--- src/rtl/pport_mbox_pkg.sv ---
package pport_mbox_pkg;
   typedef enum logic [1:0] {
      SRC_CHA  = 2'b00,
      SRC_CHB  = 2'b01,
      SRC_MBOX = 2'b10,
      SRC_ID   = 2'b11
   } src_e;

   localparam int unsigned CTRL_LINES = 4;
endpackage

--- src/rtl/pport_sync.sv ---
module pport_sync #(
   parameter int unsigned WIDTH  = 4,
   parameter int unsigned STAGES = 2
) (
   input  logic             clk,
   input  logic             rst_n,
   input  logic [WIDTH-1:0] d,
   output logic [WIDTH-1:0] q
);
   if (STAGES < 2) begin : g_bad_stages
      $error("pport_sync: STAGES must be at least 2");
   end
   if (WIDTH < 1) begin : g_bad_width
      $error("pport_sync: WIDTH must be at least 1");
   end

   logic [WIDTH-1:0] chain [STAGES];

   for (genvar s = 0; s < STAGES; s++) begin : g_stage
      if (s == 0) begin : g_first
         always_ff @(posedge clk or negedge rst_n) begin
            if (!rst_n) chain[s] <= '0;
            else        chain[s] <= d;
         end
      end else begin : g_next
         always_ff @(posedge clk or negedge rst_n) begin
            if (!rst_n) chain[s] <= '0;
            else        chain[s] <= chain[s-1];
         end
      end
   end

   assign q = chain[STAGES-1];
endmodule

--- src/rtl/pport_mailbox.sv ---
module pport_mailbox #(
   parameter int unsigned DATA_W = 8
) (
   input  logic              clk,
   input  logic              rst_n,
   input  logic              host_wr,
   input  logic [DATA_W-1:0] host_wdata,
   input  logic              ctl_wr,
   input  logic [DATA_W-1:0] ctl_wdata,
   output logic [DATA_W-1:0] host_rdata,
   output logic [DATA_W-1:0] ctl_rdata
);
   logic              full_q;
   logic              by_host_q;
   logic [DATA_W-1:0] val_q;

   // Controller write has priority over a same-cycle host write.
   always_ff @(posedge clk or negedge rst_n) begin
      if (!rst_n) begin
         full_q    <= 1'b0;
         by_host_q <= 1'b0;
         val_q     <= '0;
      end else if (ctl_wr) begin
         full_q    <= 1'b1;
         by_host_q <= 1'b0;
         val_q     <= ctl_wdata;
      end else if (host_wr) begin
         full_q    <= 1'b1;
         by_host_q <= 1'b1;
         val_q     <= host_wdata;
      end
   end

   assign host_rdata = (full_q && !by_host_q) ? val_q : '0;
   assign ctl_rdata  = (full_q &&  by_host_q) ? val_q : '0;

   a_r3_host_write_seen: assert property (@(posedge clk) disable iff (!rst_n)
      (host_wr && !ctl_wr) |=> (ctl_rdata == $past(host_wdata)) && (host_rdata == '0));

   a_r4_ctl_write_seen: assert property (@(posedge clk) disable iff (!rst_n)
      ctl_wr |=> (host_rdata == $past(ctl_wdata)) && (ctl_rdata == '0));

   a_r4_one_view_only: assert property (@(posedge clk) disable iff (!rst_n)
      (host_rdata == '0) || (ctl_rdata == '0));

   a_r8_hold_when_idle: assert property (@(posedge clk) disable iff (!rst_n)
      (!host_wr && !ctl_wr) |=> $stable(host_rdata) && $stable(ctl_rdata));
endmodule

--- src/rtl/pport_data_mux.sv ---
module pport_data_mux
   import pport_mbox_pkg::*;
#(
   parameter int unsigned          DATA_W  = 8,
   parameter bit                   REG_OUT = 1'b1,
   parameter logic [DATA_W-1:0]    ID_BYTE = 8'h55
) (
   input  logic              clk,
   input  logic              rst_n,
   input  src_e              sel,
   input  logic [DATA_W-1:0] cha,
   input  logic [DATA_W-1:0] chb,
   input  logic [DATA_W-1:0] mbox,
   output logic [DATA_W-1:0] data
);
   logic [DATA_W-1:0] pick;

   always_comb begin
      unique case (sel)
         SRC_CHA:  pick = cha;
         SRC_CHB:  pick = chb;
         SRC_MBOX: pick = mbox;
         default:  pick = ID_BYTE;
      endcase
   end

   if (REG_OUT) begin : g_reg
      always_ff @(posedge clk or negedge rst_n) begin
         if (!rst_n) data <= '0;
         else        data <= pick;
      end
      a_r1_id_pattern: assert property (@(posedge clk) disable iff (!rst_n)
         (sel == SRC_ID) |=> (data == ID_BYTE));
   end else begin : g_comb
      assign data = pick;
      logic unused_clk;
      assign unused_clk = clk ^ rst_n;
   end
endmodule

--- src/rtl/pport_mbox_mux.sv ---
module pport_mbox_mux
   import pport_mbox_pkg::*;
#(
   parameter int unsigned       DATA_W      = 8,
   parameter int unsigned       SYNC_STAGES = 2,
   parameter bit                REG_OUT     = 1'b1,
   parameter logic [DATA_W-1:0] ID_BYTE     = 8'h55
) (
   input  logic              clk,
   input  logic              rst_n,
   input  logic              host_alt_chan,
   input  logic              host_mbox_sel,
   input  logic              host_strobe,
   input  logic              host_dir_in,
   input  logic [DATA_W-1:0] host_data_i,
   output logic [DATA_W-1:0] host_data_o,
   output logic              host_data_oe,
   input  logic              scroll_mode,
   input  logic [DATA_W-1:0] cha_buf,
   input  logic [DATA_W-1:0] chb_buf,
   input  logic [DATA_W-1:0] cha_live,
   input  logic [DATA_W-1:0] chb_live,
   output logic              cha_adv,
   output logic              chb_adv,
   input  logic              ctl_wr,
   input  logic [DATA_W-1:0] ctl_wdata,
   output logic [DATA_W-1:0] ctl_rdata
);
   if (DATA_W < 8) begin : g_bad_width
      $error("pport_mbox_mux: DATA_W must be at least 8");
   end

   localparam int unsigned CW = CTRL_LINES;

   logic [CW-1:0] ctrl_raw, ctrl_s;
   logic          s_alt, s_mbox, s_stb, s_dir;
   logic          stb_d;
   logic          stb_rise;
   src_e          sel;
   logic          host_wr;
   logic [DATA_W-1:0] host_view;
   logic [DATA_W-1:0] cha_src, chb_src;

   assign ctrl_raw = {host_dir_in, host_strobe, host_mbox_sel, host_alt_chan};

   pport_sync #(.WIDTH(CW), .STAGES(SYNC_STAGES)) u_sync (
      .clk   (clk),
      .rst_n (rst_n),
      .d     (ctrl_raw),
      .q     (ctrl_s)
   );

   assign {s_dir, s_stb, s_mbox, s_alt} = ctrl_s;
   assign sel = src_e'({s_mbox, s_alt});

   always_ff @(posedge clk or negedge rst_n) begin
      if (!rst_n) stb_d <= 1'b0;
      else        stb_d <= s_stb;
   end
   assign stb_rise = s_stb && !stb_d;

   // Host data is sampled at the synchronized edge; the host holds it
   // stable across the strobe.
   assign host_wr = stb_rise && (sel == SRC_MBOX) && !s_dir;

   pport_mailbox #(.DATA_W(DATA_W)) u_mbox (
      .clk        (clk),
      .rst_n      (rst_n),
      .host_wr    (host_wr),
      .host_wdata (host_data_i),
      .ctl_wr     (ctl_wr),
      .ctl_wdata  (ctl_wdata),
      .host_rdata (host_view),
      .ctl_rdata  (ctl_rdata)
   );

   always_ff @(posedge clk or negedge rst_n) begin
      if (!rst_n) begin
         cha_adv <= 1'b0;
         chb_adv <= 1'b0;
      end else begin
         cha_adv <= stb_rise && (sel == SRC_CHA) && !scroll_mode;
         chb_adv <= stb_rise && (sel == SRC_CHB) && !scroll_mode;
      end
   end

   assign cha_src = scroll_mode ? cha_live : cha_buf;
   assign chb_src = scroll_mode ? chb_live : chb_buf;

   pport_data_mux #(.DATA_W(DATA_W), .REG_OUT(REG_OUT), .ID_BYTE(ID_BYTE)) u_mux (
      .clk   (clk),
      .rst_n (rst_n),
      .sel   (sel),
      .cha   (cha_src),
      .chb   (chb_src),
      .mbox  (host_view),
      .data  (host_data_o)
   );

   assign host_data_oe = s_dir;

   a_r6_adv_exclusive: assert property (@(posedge clk) disable iff (!rst_n)
      $onehot0({cha_adv, chb_adv}));

   a_r9_adv_single_a: assert property (@(posedge clk) disable iff (!rst_n)
      cha_adv |=> !cha_adv);

   a_r9_adv_single_b: assert property (@(posedge clk) disable iff (!rst_n)
      chb_adv |=> !chb_adv);

   a_r7_no_adv_scroll: assert property (@(posedge clk) disable iff (!rst_n)
      (cha_adv || chb_adv) |-> $past(!scroll_mode));

   a_r8_no_adv_mbox: assert property (@(posedge clk) disable iff (!rst_n)
      $past(host_wr) |-> !(cha_adv || chb_adv));
endmodule

--- config.mk ---
export PLATFORM = sky130hd
export DESIGN_NAME = pport_mbox_mux
export DESIGN_NICKNAME = d
export VERILOG_FILES = /design/src/rtl/pport_mbox_pkg.sv /design/src/rtl/pport_sync.sv /design/src/rtl/pport_mailbox.sv /design/src/rtl/pport_data_mux.sv /design/src/rtl/pport_mbox_mux.sv
export SDC_FILE = /design/constraint.sdc
export NUM_CORES = 1
export LEC_CHECK = 0
export BUFFER_PORTS_ARGS = -buffer_cell sky130_fd_sc_hd__buf_4
export CELL_PAD_IN_SITES_DETAIL_PLACEMENT = 1
export CELL_PAD_IN_SITES_GLOBAL_PLACEMENT = 1
export CORE_UTILIZATION = 37
export DETAILED_ROUTE_END_ITERATION = 12
export GPL_ROUTABILITY_DRIVEN = 0
export GPL_TIMING_DRIVEN = 1
export PLACE_DENSITY_LB_ADDON = 0.1
export SLEW_MARGIN = 20
export SYNTH_ARGS = -nofsm -noshare
export SYNTH_HDL_FRONTEND = slang
export SYNTH_HIERARCHICAL = 1
export SYNTH_SLANG_ARGS = --single-unit
--- constraint.sdc ---
create_clock -name clk -period 4 [get_ports clk]
set_input_delay 0.6 -clock clk [delete_from_list [all_inputs] [get_ports clk]]
set_output_delay 0.6 -clock clk [all_outputs]
set_load 0.05 [all_outputs]
## Word-level counts from Yosys, hierarchy flattened

Index checks and enable logic that the tools add are counted.

| operators by class | value |
|---|---|
| multiplexer cells | 10 |
| reductions and logical operators | 15 |
| eq/ne operators | 2 |

Operators by type and width:

| operator | count |
|---|---|
| $mux 8 | 6 |
| $pmux 8 s3 | 1 |
| $logic_and 1x1->1 | 9 |
| $logic_not 1->1 | 4 |
| $mux 1 | 3 |
| $eq 2x1->1 const B | 1 |
| $eq 2x2->1 const B | 1 |
| $logic_not 2->1 | 1 |
| $reduce_bool 2->1 | 1 |

| storage, ports and cells | value |
|---|---|
| bits in registers | 29 |

## Depth between registers and ports, before layout

| logic depth | value |
|---|---|
| depth after elaboration | 6 |
| gate-level depth with buffers | 6 |
| gate-level depth less buffers | 4 |

## Hierarchy

The synthesis kept the hierarchy.

Modules (own cells, without submodules):

| module | cells each | area an instance (µm²) | instances |
|---|---|---|---|
| pport_mailbox | 57 | 555.5 | 1 |
| pport_data_mux | 28 | 404.1 | 1 |
| pport_mbox_mux | 25 | 367.9 | 1 |
| pport_sync | 12 | 230.2 | 1 |

## Worst setup path after synthesis

No wires, ideal clock.

| timing path | value |
|---|---|
| kind | input to register |
| start | in scroll_mode |
| end | reg u_mux.data[4] |
| stages on the path | 5 |
| setup time | 121 ps |
| setup slack | 2309 ps |
| data arrival time | 1570 ps |
| data required time | 3879 ps |
| path through | buf_6 > buf_12 > mux2_4 > mux2_4 > o22a_1 |

| on the way | value |
|---|---|
| word-level cells in the longest chain between the ends | 2 |

Ends and longest elaborated chain:

| item | RTL line | text |
|---|---|---|
| from (decl) | pport_mbox_mux.sv:18 | `input logic scroll_mode,` |
| $mux 8 | pport_mbox_mux.sv:87 | `assign cha_src = scroll_mode ? cha_live : cha_buf;` |
| net cha_src[4] | pport_mbox_mux.sv:42 | `logic [DATA_W-1:0] cha_src, chb_src;` |
| $pmux 8 s3 | pport_data_mux.sv:19 | `unique case (sel)` |
| net u_mux.pick[4] | pport_data_mux.sv:16 | `logic [DATA_W-1:0] pick;` |
| to (signal assigned) | pport_data_mux.sv:30 | `else data <= pick;` |
| to (decl) | pport_data_mux.sv:14 | `output logic [DATA_W-1:0] data` |

The timed path passes the listed nets, and every way through them passes these cells.
A chain may end at the register's enable or synchronous reset.

## Worst setup path after layout

| timing path | value |
|---|---|
| start | reg u_mbox.by_host_q |
| end | out ctl_rdata[3] |

| on the way | value |
|---|---|
| word-level cells in the longest chain between the ends | 2 |

Ends and longest elaborated chain:

| item | RTL line | text |
|---|---|---|
| from (decl) | pport_mailbox.sv:14 | `logic by_host_q;` |
| from (signal assigned) | pport_mailbox.sv:21 | `by_host_q <= 1'b0;` |
| from (signal assigned) | pport_mailbox.sv:25 | `by_host_q <= 1'b0;` |
| from (signal assigned) | pport_mailbox.sv:29 | `by_host_q <= 1'b1;` |
| $logic_and 1x1->1 | pport_mailbox.sv:35 | `assign ctl_rdata = (full_q && by_host_q) ? val_q : '0;` |
| $mux 8 | pport_mailbox.sv:35 |  |
| to (decl) | pport_mbox_mux.sv:27 | `output logic [DATA_W-1:0] ctl_rdata` |

No other way between the ends.

==> impl_table.tex <==
\begin{tabular}{lr}
\hline
Metric & Value \\
\hline
\multicolumn{2}{l}{\textbf{Clock network}} \\
\quad Longest Clk Path Bufs & 2 \\
\quad CTS tree & built \\
\quad Count of hold buffers inserted by post-cts repair & 0 \\
\quad Post-cts resize count & 0 \\
\quad Post-CTS setup buffer count & 0 \\
\quad CTS clk-pin slew, worst paths & approximately 0.07 ns \\
\quad Total clock buffers created by CTS & 5 \\
\quad Sinks on the clock net & 29 \\
\quad Level count of the clock H-tree & 2 \\
\quad Clock insertion delay at the later pin of the skew report & between 0.2 and 0.3 ns \\
\quad Cell chosen for the clock root & clkbuf\_8 \\
\multicolumn{2}{l}{\textbf{Pwr}} \\
\quad Power share of the combinational group & 23.0\% \\
\quad Net switching power & a little over 200 uW \\
\quad Pint & 521 uW \\
\quad Power density over the cells & 335 nW/um\^{}2 \\
\quad Maximum VDD drop & 0.229 mV \\
\quad Switching Fraction & 28.4\% \\
\quad Static power due to leakage & between 1 and 1.5 nW \\
\quad Power share of the sequential group & 45.3\% \\
\quad Fraction of power consumed by the clock network & 31.7\% \\
\multicolumn{2}{l}{\textbf{Worst setup path}} \\
\quad Worst setup path startpoint & u\_mbox/by\_host\_q\$\_DFFE\_PN0P\_ \\
\quad Stages on worst setup path & 2 \\
\quad Endpoint class of the critical path & output port \\
\quad Depth of the most critical reg-to-reg path & 4 \\
\quad Crit-path max FO & 10 \\
\quad Data required time of the critical path & 3.40 ns \\
\quad Arrival time of data at the critical path endpoint & about 1.2 ns \\
\quad Max incr delay on CP & 0.53 ns \\
\quad Cell with the largest stage delay on the worst path & dfrtp\_1 \\
\quad Kind of start point of the critical path & register \\
\quad Capturing point of the worst reg2reg path & u\_mbox/val\_q[4]\$\_DFFE\_PN0P\_ \\
\quad Number of buffers and inverters on the critical path & 1 \\
\quad Dominant delay contributor by cell family on the critical path & flip-flops \\
\quad Critical Path, Cell by Cell & and3\_1 > buf\_4 \\
\quad Flop-to-flop setup slack & between 2 and 2.5 ns \\
\quad Crit path kind & reg2out \\
\quad Startpoint of the worst-slack reg-to-reg timing path & u\_sync/q[0]\$\_DFF\_PN0\_ \\
\multicolumn{2}{l}{\textbf{STA}} \\
\quad Aggregate negative setup slack & 0 ns \\
\quad Final setup violating endpoints & 0 \\
\quad Setup repair after global routing missed its margin & false \\
\quad Achievable frequency & 546 MHz \\
\quad Final hold violation count & 0 \\
\quad Max Transition Viols Final & 0 \\
\quad Remaining max-slew budget at the tightest pin & 55.2\% \\
\quad Final period demand of the worst path & 1.83 ns \\
\quad Fin crit share & 45.7\% \\
\quad Pin slew with the least headroom to its limit & 0.673 ns \\
\quad Clock Skew & 0.00444 ns \\
\multicolumn{2}{l}{\textbf{Cells and area}} \\
\quad End-of-flow core utilization & 53.9\% \\
\quad Net total in the final layout & 249 \\
\quad Cell Count, Final, Fillers Out & 244 \\
\quad Commonest non-fill, non-tap cell in the layout & buf\_4 \\
\quad Proportion of layout cells with a drive suffix above 1 & 56.2\% \\
\quad Antenna diode count & 0 \\
\quad Commonest non-fill, non-tap cells in the layout & 75 x buf\_4, 29 x dfrtp\_1, 12 x mux2\_4, 12 x mux2i\_1 \\
\quad Layout-stage area growth over the synthesis result & 39.4\% \\
\multicolumn{2}{l}{\textbf{Logic synthesis}} \\
\quad Post-synthesis area per instance & 12.8 sq um \\
\quad Sequential share of the synthesized area & 46.6\% \\
\quad Flip-flop and latch count after synthesis & 29 \\
\quad Synthesized net count & approximately 180 \\
\quad Distinct cell type count of the synthesized netlist & 24 \\
\quad Leading post-synthesis cells by cell area & dfrtp\_1 47\%, mux2\_4 12\%, mux2i\_1 7.7\% \\
\quad Post-synthesis cell count & 122 \\
\quad Yosys synthesis warning count & 6 \\
\quad Synthesized area & between 1500 and 2000 sq um \\
\quad Post-synth top area cell & dfrtp\_1 \\
\quad Area fraction of the dominant cell type after synthesis & 46.6\% \\
\multicolumn{2}{l}{\textbf{Drt}} \\
\quad Total met3 wirelength after detailed routing & 318 um \\
\quad Post-route DRC violation count & 0 \\
\quad Routed wire length per instance & between 10 and 15 um \\
\quad Number of iterations in the first detailed-routing pass & 3 \\
\quad Met1 layer wirelength in the final routing & around 1600 um \\
\quad Top routing layer used & met4 \\
\quad Final antenna-violating net count & 0 \\
\quad Wire length on met2 & 1600 um \\
\quad DR vias/cell & 4.77 \\
\quad Total vias in the final route & 1164 \\
\quad Drt first-iter violations & 27 \\
\quad Routed wire length & 3560 um \\
\multicolumn{2}{l}{\textbf{Job}} \\
\quad Max-capacitance violation count & 0 \\
\multicolumn{2}{l}{\textbf{GRT}} \\
\quad Antenna violations before repair & 0 \\
\quad Wire length of the first global-routing pass & 5430 um \\
\quad GRT Util Overall & 17.0\% \\
\quad Pin count of the biggest net entering global routing & 30 \\
\quad Number of global-route vias before repair & 1134 \\
\quad Total global routing overflow & 0 \\
\multicolumn{2}{l}{\textbf{Floorplanning}} \\
\quad I/O pin count & 75 \\
\quad Area inside the core boundary & 4030 sq um \\
\quad Chip Width & 66.9 um \\
\quad Y dimension of the die & 66.9 um \\
\quad Initial core utilization & 38.7\% \\
\quad Area of the die & 4470 sq um \\
\quad Std-Cell Rows & 23 \\
\multicolumn{2}{l}{\textbf{Run status}} \\
\quad Outcome & complete, no violations \\
\multicolumn{2}{l}{\textbf{Hold path}} \\
\quad Hold Path Class & in2async \\
\multicolumn{2}{l}{\textbf{Placement}} \\
\quad Detailed placer's ending HPWL & 2710 um \\
\quad Port-buffer cells & 74 \\
\quad Placed instance count & roughly 240 \\
\hline
\end{tabular}
-- flip-flops by register name (all words and copies together), names as in the netlist --
| signal | flops |
|---|---|
| u_mux/data | 8 |
| u_sync/q | 4 |
| chb_adv | 1 |
| u_mbox/full_q | 1 |
| cha_adv | 1 |
| stb_d | 1 |
| u_mbox/by_host_q | 1 |
| u_mbox/val_q | 8 |
| u_sync/chain | 4 |
-- layer usage --
| layer | GRT usage [%] | vias up |
|---|---|---|
| met5 | 0 | - |
| met4 | 7.18 | 0 |
| met3 | 4.97 | 6 |
| met2 | 26.9 | 59 |
| met1 | 21.3 | 529 |
| li1 | - | 570 |
-- worst max-delay path by stage --
stage / endpoint / slack, ns
3_5_place_dp: u_mux/data[0]$_DFF_PN0_ / 2.16
4_1_cts: ctl_rdata[5] / 2.16
2_1_floorplan: u_mux/data[4]$_DFF_PN0_ / 2.31
3_3_place_gp: u_mux/data[0]$_DFF_PN0_ / 2.22
5_1_grt: ctl_rdata[3] / 2.10
6_report: ctl_rdata[3] / 2.17
-- power by group through the flow --
| stage | sequential [mW] | combinational, mW | clock [mW] |
|---|---|---|---|
| global placement | 0.335 | 0.166 | 0 |
| finish | 0.330 | 0.167 | 0.231 |
| floorplan | 0.359 | 0.0768 | 0 |
| detailed placement | 0.336 | 0.169 | 0 |
| CTS | 0.330 | 0.170 | 0.238 |
| global route | 0.333 | 0.180 | 0.250 |
-- cells in the mapped netlist --
library cell   n
nor4b_2        1
buf_6          4
dfrtp_1       29
nor4_4         1
and2_1         8
or3_1          1
nand2b_2       1
o22a_1         4
mux2_4        12
mux2_2         8
mux2i_1       12
and3_1         8
buf_12         1
nor2_1         2
and2b_2        1
o21ai_0        6
buf_2          2
o2bb2ai_1      4
nand2_1        8
nor4b_1        1
nor2b_4        1
o21ai_1        2
nand2b_1       1
buf_4          4
-- worst reg2reg max path: cells and delay by family, from the launching register on --
family                 cells  cell delay [ns]
and+or+nand+nor            1             0.38
muxes                      1             0.21
buffers and inverters      1             0.25
AOI/OAI and AO/OA          1             0.08
DFF                        1             0.62
-- logic make-up after synthesis --
logic type      synth area share, %
mux                            25.1
flops                          46.6
simple gates                   14.5
compound gates                 7.07
buf+inv                        6.75
-- metrics by stage --
step                      setup slack [ns]  hold WS [ns]  instance area (sq um)  power (mW)
after detailed placement              2.16         0.336                   2080       0.505
after floorplan                       2.31         0.304                   1560       0.436
after global routing                  2.10         0.250                   2170       0.763
final                                 2.17         0.227                   2170       0.728
after CTS                             2.16         0.236                   2170       0.739
after global placement                2.22         0.335                   2080       0.501
-- layout make-up --
| class | count | area (sq um) |
|---|---|---|
| multi-input cells | 82 | 733 |
| repair buffers | 75 | 563 |
| flip-flops and latches | 29 | 726 |
| clock buffers | 5 | 68.8 |
| fillers | 439 | 1860 |
| clock inverters | 3 | 17.5 |
| well taps | 50 | 62.6 |
No activity file was read; power rests on OpenSTA's default activity.
